--- src/rtl/fbx_pkg.sv ---
package fbx_pkg;
    localparam int FBX_PLANES = 4;
    localparam int FBX_IDX_W  = $clog2(FBX_PLANES);
    localparam int FBX_DW     = 8;
    localparam int FBX_WIN_W  = 16;
    localparam int FBX_BANK_W = 4;
    localparam int FBX_MODES  = 3;

    // Registered control of one in-flight access plus read return.
    typedef struct packed {
        logic                  active;
        logic                  we;
        logic                  planar;
        logic [FBX_PLANES-1:0] left;
        logic [FBX_WIN_W-1:0]  ofs;
        logic [FBX_BANK_W-1:0] bank;
        logic [FBX_DW-1:0]     wdata;
        logic [FBX_DW-1:0]     acc;
        logic                  pend_rd;
        logic                  pend_last;
        logic                  rvalid;
        logic [FBX_DW-1:0]     rdata;
    } fbx_ctl_t;
endpackage

--- src/rtl/fbx_plane_pick.sv ---
module fbx_plane_pick #(
    parameter int P  = 4,
    parameter int IW = 2
) (
    input  logic [P-1:0]  left,
    output logic [P-1:0]  hot,
    output logic [IW-1:0] idx
);
    // Lowest remaining plane wins; masked planes are simply skipped.
    for (genvar g = 0; g < P; g++) begin : g_pick
        if (g == 0) begin : g_first
            assign hot[g] = left[g];
        end else begin : g_rest
            assign hot[g] = left[g] & ~(|left[g-1:0]);
        end
    end

    always_comb begin
        idx = '0;
        for (int i = 0; i < P; i++) begin
            if (hot[i]) idx = idx | IW'(i);
        end
    end
endmodule

--- src/rtl/fbx_addr_gen.sv ---
module fbx_addr_gen #(
    parameter int AW     = 20,
    parameter int BANK_W = 4,
    parameter int WIN_W  = 16,
    parameter int IW     = 2
) (
    input  logic              planar,
    input  logic [BANK_W-1:0] bank,
    input  logic [WIN_W-1:0]  ofs,
    input  logic [IW-1:0]     idx,
    output logic [AW-1:0]     addr
);
    localparam int SUM_W  = BANK_W + WIN_W + IW + 1;
    localparam int FULL_W = (AW > SUM_W) ? AW : SUM_W;

    logic [FULL_W-1:0] base;
    logic [FULL_W-1:0] span;
    logic [FULL_W-1:0] full;

    always_comb begin
        base = FULL_W'({bank, {WIN_W{1'b0}}});
        if (planar) span = FULL_W'({ofs, {IW{1'b0}}}) + FULL_W'(idx);
        else        span = FULL_W'(ofs);
        full = base + span;
    end

    // Truncation gives modulo-2^AW wrap.
    assign addr = full[AW-1:0];
endmodule

--- src/rtl/fbx_bank_xlate.sv ---
module fbx_bank_xlate
    import fbx_pkg::*;
#(
    parameter int AW = 20
) (
    input  logic                  clk,
    input  logic                  rst_n,
    input  logic [FBX_MODES-1:0]  pix_mode_en,
    input  logic                  linear_sel,
    input  logic [FBX_BANK_W-1:0] rd_bank,
    input  logic [FBX_BANK_W-1:0] wr_bank,
    input  logic [FBX_PLANES-1:0] plane_mask,
    input  logic                  host_req,
    input  logic                  host_we,
    input  logic [FBX_WIN_W:0]    host_ofs,
    input  logic [FBX_DW-1:0]     host_wdata,
    output logic                  host_busy,
    output logic                  host_rvalid,
    output logic [FBX_DW-1:0]     host_rdata,
    output logic                  legacy_req,
    output logic                  legacy_we,
    output logic [FBX_WIN_W:0]    legacy_ofs,
    output logic [FBX_DW-1:0]     legacy_wdata,
    input  logic                  legacy_rvalid,
    input  logic [FBX_DW-1:0]     legacy_rdata,
    output logic                  mem_en,
    output logic                  mem_we,
    output logic [AW-1:0]         mem_addr,
    output logic [FBX_DW-1:0]     mem_wdata,
    input  logic [FBX_DW-1:0]     mem_rdata
);
    localparam int P  = FBX_PLANES;
    localparam int IW = FBX_IDX_W;

    fbx_ctl_t ctl_d, ctl_q;

    logic          banked;
    logic          accept;
    logic          drop;
    logic [P-1:0]  pick_hot;
    logic [IW-1:0] pick_idx;

    assign banked    = |pix_mode_en;
    assign host_busy = ctl_q.active | ctl_q.pend_rd;
    assign accept    = host_req & banked & ~host_busy;
    assign drop      = host_ofs[FBX_WIN_W] | (~linear_sel & ~(|plane_mask));

    fbx_plane_pick #(.P(P), .IW(IW)) u_pick (
        .left (ctl_q.left),
        .hot  (pick_hot),
        .idx  (pick_idx)
    );

    fbx_addr_gen #(.AW(AW), .BANK_W(FBX_BANK_W), .WIN_W(FBX_WIN_W), .IW(IW)) u_addr (
        .planar (ctl_q.planar),
        .bank   (ctl_q.bank),
        .ofs    (ctl_q.ofs),
        .idx    (pick_idx),
        .addr   (mem_addr)
    );

    always_comb begin
        ctl_d           = ctl_q;
        ctl_d.rvalid    = 1'b0;
        ctl_d.pend_rd   = 1'b0;
        ctl_d.pend_last = 1'b0;
        mem_en          = 1'b0;
        mem_we          = 1'b0;

        // Collect read data of the cycle issued one clock earlier.
        if (ctl_q.pend_rd) begin
            ctl_d.acc = ctl_q.acc | mem_rdata;
            if (ctl_q.pend_last) begin
                ctl_d.rvalid = 1'b1;
                ctl_d.rdata  = ctl_q.acc | mem_rdata;
            end
        end

        if (ctl_q.active) begin
            mem_en     = 1'b1;
            mem_we     = ctl_q.we;
            ctl_d.left = ctl_q.left & ~pick_hot;
            if (!ctl_q.we) begin
                ctl_d.pend_rd   = 1'b1;
                ctl_d.pend_last = (ctl_d.left == '0);
            end
            if (ctl_d.left == '0) ctl_d.active = 1'b0;
        end else if (accept) begin
            if (drop) begin
                if (!host_we) begin
                    ctl_d.rvalid = 1'b1;
                    ctl_d.rdata  = '0;
                end
            end else begin
                ctl_d.active = 1'b1;
                ctl_d.we     = host_we;
                ctl_d.planar = ~linear_sel;
                ctl_d.left   = linear_sel ? P'(1) : plane_mask;
                ctl_d.ofs    = host_ofs[FBX_WIN_W-1:0];
                ctl_d.bank   = host_we ? wr_bank : rd_bank;
                ctl_d.wdata  = host_wdata;
                ctl_d.acc    = '0;
            end
        end
    end

    always_ff @(posedge clk) begin
        if (!rst_n) ctl_q <= '0;
        else        ctl_q <= ctl_d;
    end

    assign mem_wdata    = ctl_q.wdata;
    assign legacy_req   = host_req & ~banked & ~host_busy;
    assign legacy_we    = host_we;
    assign legacy_ofs   = host_ofs;
    assign legacy_wdata = host_wdata;
    assign host_rvalid  = ctl_q.rvalid | legacy_rvalid;
    assign host_rdata   = ctl_q.rvalid ? ctl_q.rdata : legacy_rdata;
endmodule

--- config.mk ---
export PLATFORM = sky130hd
export DESIGN_NAME = fbx_bank_xlate
export DESIGN_NICKNAME = d
export VERILOG_FILES = /design/src/rtl/fbx_pkg.sv /design/src/rtl/fbx_plane_pick.sv /design/src/rtl/fbx_addr_gen.sv /design/src/rtl/fbx_bank_xlate.sv
export SDC_FILE = /design/constraint.sdc
export NUM_CORES = 1
export LEC_CHECK = 0
export CORE_MARGIN = 4
export CORE_UTILIZATION = 38
export CTS_CLUSTER_SIZE = 40
export DETAILED_ROUTE_END_ITERATION = 6
export PLACE_DENSITY = 0.77
export SYNTH_ARGS = -nofsm -noshare
export SYNTH_HDL_FRONTEND = slang
export SYNTH_HIERARCHICAL = 1
export SYNTH_SLANG_ARGS = --single-unit
--- constraint.sdc ---
create_clock -name clk -period 2 [get_ports clk]
set_input_delay 0.4 -clock clk [delete_from_list [all_inputs] [get_ports clk]]
set_output_delay 0.4 -clock clk [all_outputs]
set_load 0.05 [all_outputs]
==> results of run 1 <==
## power groups by stage
| stage | sequential [mW] | combinational (mW) | clock (mW) |
|---|---|---|---|
| 2_1_floorplan | 1.17 | 0.565 | 0 |
| 6_report | 1.15 | 0.972 | 0.748 |
| 3_3_place_gp | 1.17 | 0.959 | 0 |
| 4_1_cts | 1.15 | 0.980 | 0.769 |
| 5_1_grt | 1.16 | 1.02 | 0.810 |
| 3_5_place_dp | 1.18 | 0.972 | 0 |
## how the worst min path moves through the flow
stage	depth (start not counted)	from	slack (ps)	to
3_3_place_gp	1	ctl_q[52]$_SDFFE_PN0P_	430	ctl_q[10]$_SDFF_PN0_
5_1_grt	1	ctl_q[52]$_SDFFE_PN0P_	490	ctl_q[10]$_SDFF_PN0_
3_5_place_dp	1	ctl_q[52]$_SDFFE_PN0P_	440	ctl_q[10]$_SDFF_PN0_
6_report	1	ctl_q[52]$_SDFFE_PN0P_	470	ctl_q[10]$_SDFF_PN0_
2_1_floorplan	1	ctl_q[52]$_SDFFE_PN0P_	420	ctl_q[10]$_SDFF_PN0_
4_1_cts	1	ctl_q[52]$_SDFFE_PN0P_	470	ctl_q[10]$_SDFF_PN0_
## cell type report
type / count / area, µm² / area share, %
inverter: 4 / 15.0 / 0.321
timing repair buffer: 144 / 1870 / 40.0
clock buffer: 5 / 68.8 / 1.47
clock inverter: 3 / 47.5 / 1.02
sequential: 54 / 1080 / 23.2
tap: 99 / 124 / 2.65
multi-input combinational: 212 / 1460 / 31.3
## logic make-up (layout without fill, tap and decap cells)
family | after synthesis | count (layout) | share of synthesized area (%)
adder cells (fa/ha/maj) | 3 | 3 | 1.54
AO/OA/AOI/OAI | 90 | 90 | 18.0
buffers and inverters | 64 | 156 | 14.9
multiplexers | 30 | 30 | 12.3
XOR/XNOR | 1 | 1 | 0.299
flip-flops | 54 | 54 | 36.9
AND/OR/NAND/NOR | 88 | 88 | 16.1
## registers in the layout, summed over array words and instances (netlist names)
register / cells
ctl_q: 46
mem_wdata: 8
## layout by cell type (no fill, tap or decap), types with 5 or more instances in the layout
cell type / n
sky130_fd_sc_hd__mux2_2: 16
sky130_fd_sc_hd__a211oi_1: 13
sky130_fd_sc_hd__a21oi_1: 38
sky130_fd_sc_hd__nand2_1: 6
sky130_fd_sc_hd__buf_4: 25
sky130_fd_sc_hd__o21ai_0: 26
sky130_fd_sc_hd__buf_12: 49
sky130_fd_sc_hd__nor2_1: 30
sky130_fd_sc_hd__mux2_4: 8
sky130_fd_sc_hd__dfxtp_1: 53
sky130_fd_sc_hd__nand3_1: 27
sky130_fd_sc_hd__mux2i_1: 6
sky130_fd_sc_hd__clkbuf_8: 5
sky130_fd_sc_hd__clkdlybuf4s50_1: 69
## metal layers
metal	vias to the layer above	global-route usage, %	wire (µm)
li1	1309	-	-
met1	1254	19.8	3210
met2	103	32.4	4230
met3	7	4.22	549
met4	0	3.67	71
met5	-	0	0
## timing repair
action	in CTS	in global routing
setup buffers	2	0
setup endpoints to repair	3	3
resized for setup	2	1
pin swaps	2	0
==> impl_metrics.env, run 1 <==
export IMPL_achievable_clock_frequency_ghz=0.483
export IMPL_grt_start_max_net_pins=33
export IMPL_drc_errors=0
export IMPL_synth_most_common_cell="sky130_fd_sc_hd__dfxtp_1"
export IMPL_synth_cells=330
export IMPL_syn_to_final_growth_pct=59.3
export IMPL_total_internal_power_mw=1.96
export IMPL_path_cells="and2_4 -> ha_4 -> fa_2 -> xor2_4 -> buf_12"
export IMPL_ys_async_sr_fraction_pct=0
export IMPL_tns_ps=-131
export IMPL_place_hpwl_um=6320
export IMPL_final_cell_count_without_fillers=521
export IMPL_drt_wl_total_um=8060
export IMPL_cts_root_buf="sky130_fd_sc_hd__clkbuf_8"
export IMPL_setup_slack_ps=-71.4
export IMPL_post_cts_hold_buffer_count=0
export IMPL_clock_tree_from_tritoncts="built"
export IMPL_die_width_um=95.9
export IMPL_timing_critical_path_slowest_cell_delay_ps=380
export IMPL_register_area_share_after_synthesis_pct=36.9
export IMPL_final_period_minus_worst_setup_slack_ps=2070
export IMPL_globalplace_congestion=0.759
export IMPL_final_core_utilization_pct=63.4
export IMPL_detailed_place_area_um2=4530
export IMPL_cp_top_family="adder cells"
export IMPL_nFillCells=621
export IMPL_hold_ws_ps=468
export IMPL_yosys_warnings=6
export IMPL_crit_path_start_kind="flip-flop"
export IMPL_nets=486
export IMPL_path_clk_slew_ps=100
export IMPL_detail_route_iter0_violations=97
export IMPL_global_route_wire_length_before_repair_um=12700
export IMPL_die_y_um=95.9
export IMPL_synth_area_leaders="sky130_fd_sc_hd__dfxtp_1 (37%), sky130_fd_sc_hd__buf_4 (9.0%), sky130_fd_sc_hd__a21oi_1 (6.5%)"
export IMPL_antenna_diode_count=0
export IMPL_grt_setup_unrepaired="yes"
export IMPL_p_comb_share_pct=33.8
export IMPL_detail_route_vias_per_cell=5.13
export IMPL_hold_class="reg2reg"
export IMPL_postRouteAntennaNets=0
export IMPL_cap_violations=0
export IMPL_worst_setup_path_end_kind="output port"
export IMPL_netSwitchingFraction_pct=31.9
export IMPL_floorplan_die_area_um2=9190
export IMPL_floorplan_row_count=31
export IMPL_netSwitchingPower_uw=917
export IMPL_worst_endpoint_required_ps=1600
export IMPL_crit_fanout=2
export IMPL_p_clk_share_pct=26.0
export IMPL_ys_types=47
export IMPL_vdd_ir_drop_max_mv=0.269
export IMPL_global_route_overflow_total=0
export IMPL_number_of_antenna_violations_at_the_first_check_in_global_routing=0
export IMPL_failing_checks="setup timing"
export IMPL_clock_latency_ps=310
export IMPL_critPathArrivalTime_ps=1670
export IMPL_postSynthRegisterBits=54
export IMPL_cts_buffers_inserted=5
export IMPL_synth_edf_count=0
export IMPL_routed_wire_length_per_instance_um=15.5
export IMPL_critPathBufInv=1
export IMPL_io_buffers=128
export IMPL_mappedNetlistNets=395
export IMPL_detailroute_via_count=2673
export IMPL_cp_num_cells=5
export IMPL_clock_sinks=54
export IMPL_critical_path_startpoint="ctl_q[45]$_SDFFE_PN0P_"
export IMPL_dp_cells=511
export IMPL_avgSynthCellArea_um2=8.89
export IMPL_finalPower_mw=2.87
export IMPL_grt_pass1_vias=2710
export IMPL_post_synth_top_area_fraction_pct=36.9
export IMPL_worst_slew_margin_rel_pct=64.0
export IMPL_max_slew_worst_pin_slew_ps=539
export IMPL_synth_top_cells_by_count="sky130_fd_sc_hd__dfxtp_1 (54), sky130_fd_sc_hd__a21oi_1 (38), sky130_fd_sc_hd__buf_4 (35)"
export IMPL_seq_power_share_pct=40.1
export IMPL_pin_count=129
export IMPL_synth_ff_type="sky130_fd_sc_hd__dfxtp_1"
export IMPL_fin_crit_sh_pct=104
export IMPL_timing_rr_start="ctl_q[10]$_SDFF_PN0_"
export IMPL_regToRegSetupSlack_ps=360
export IMPL_worst_reg2reg_path_length_in_cells=4
export IMPL_timing_final_max_slew_violations=0
export IMPL_leakagePower_nw=1.79
export IMPL_outcome="complete, but fails checks"
export IMPL_worst_r2r_endpoint="ctl_q[48]$_SDFFE_PN0P_"
export IMPL_cellPowerDensity_nw_per_um2=615
export IMPL_drive_above_1_share_pct=30.1
export IMPL_timing_final_setup_violations=3
export IMPL_groute_usage_overall_pct=17.3
export IMPL_cts_htree_levels=2
export IMPL_coreArea_um2=7370
export IMPL_finClkSkew_ps=8.87
export IMPL_detailedRoute_firstPassIterationCount=4
export IMPL_initial_utilization_pct=39.8
export IMPL_setup_worst_path_class="reg2out"
export IMPL_hold_violations=0
export IMPL_cp_endpoint="mem_addr[18]"
export IMPL_cp_max_delay_cell="sky130_fd_sc_hd__fa_2"
export IMPL_cts_max_path_buffers=2
export IMPL_finalInstanceArea_um2=4670
export IMPL_syn_area_um2=2930
export IMPL_pre_cts_ws_ps=-31.4
export IMPL_cell_taking_the_most_area_after_synthesis="sky130_fd_sc_hd__dfxtp_1"
(Power assumes the default switching activity.)
==> run 2: changes to the inputs <==
--- a/config.mk
+++ b/config.mk
@@ -7,6 +7,7 @@
 export LEC_CHECK = 0
 export CORE_MARGIN = 4
 export CORE_UTILIZATION = 38
+export CTS_CLUSTER_DIAMETER = 120
 export CTS_CLUSTER_SIZE = 40
 export DETAILED_ROUTE_END_ITERATION = 6
 export PLACE_DENSITY = 0.77
==> results of run 2 <==
Same layout as run 1: the final DEF is identical, and so are final timing and power.
==> run 3: changes to the inputs <==
--- a/config.mk
+++ b/config.mk
@@ -11,6 +11,7 @@
 export CTS_CLUSTER_SIZE = 40
 export DETAILED_ROUTE_END_ITERATION = 6
 export PLACE_DENSITY = 0.77
+export SLEW_MARGIN = 30
 export SYNTH_ARGS = -nofsm -noshare
 export SYNTH_HDL_FRONTEND = slang
 export SYNTH_HIERARCHICAL = 1
==> results of run 3 <==
Same layout as run 1: the final DEF is identical, and so are final timing and power.
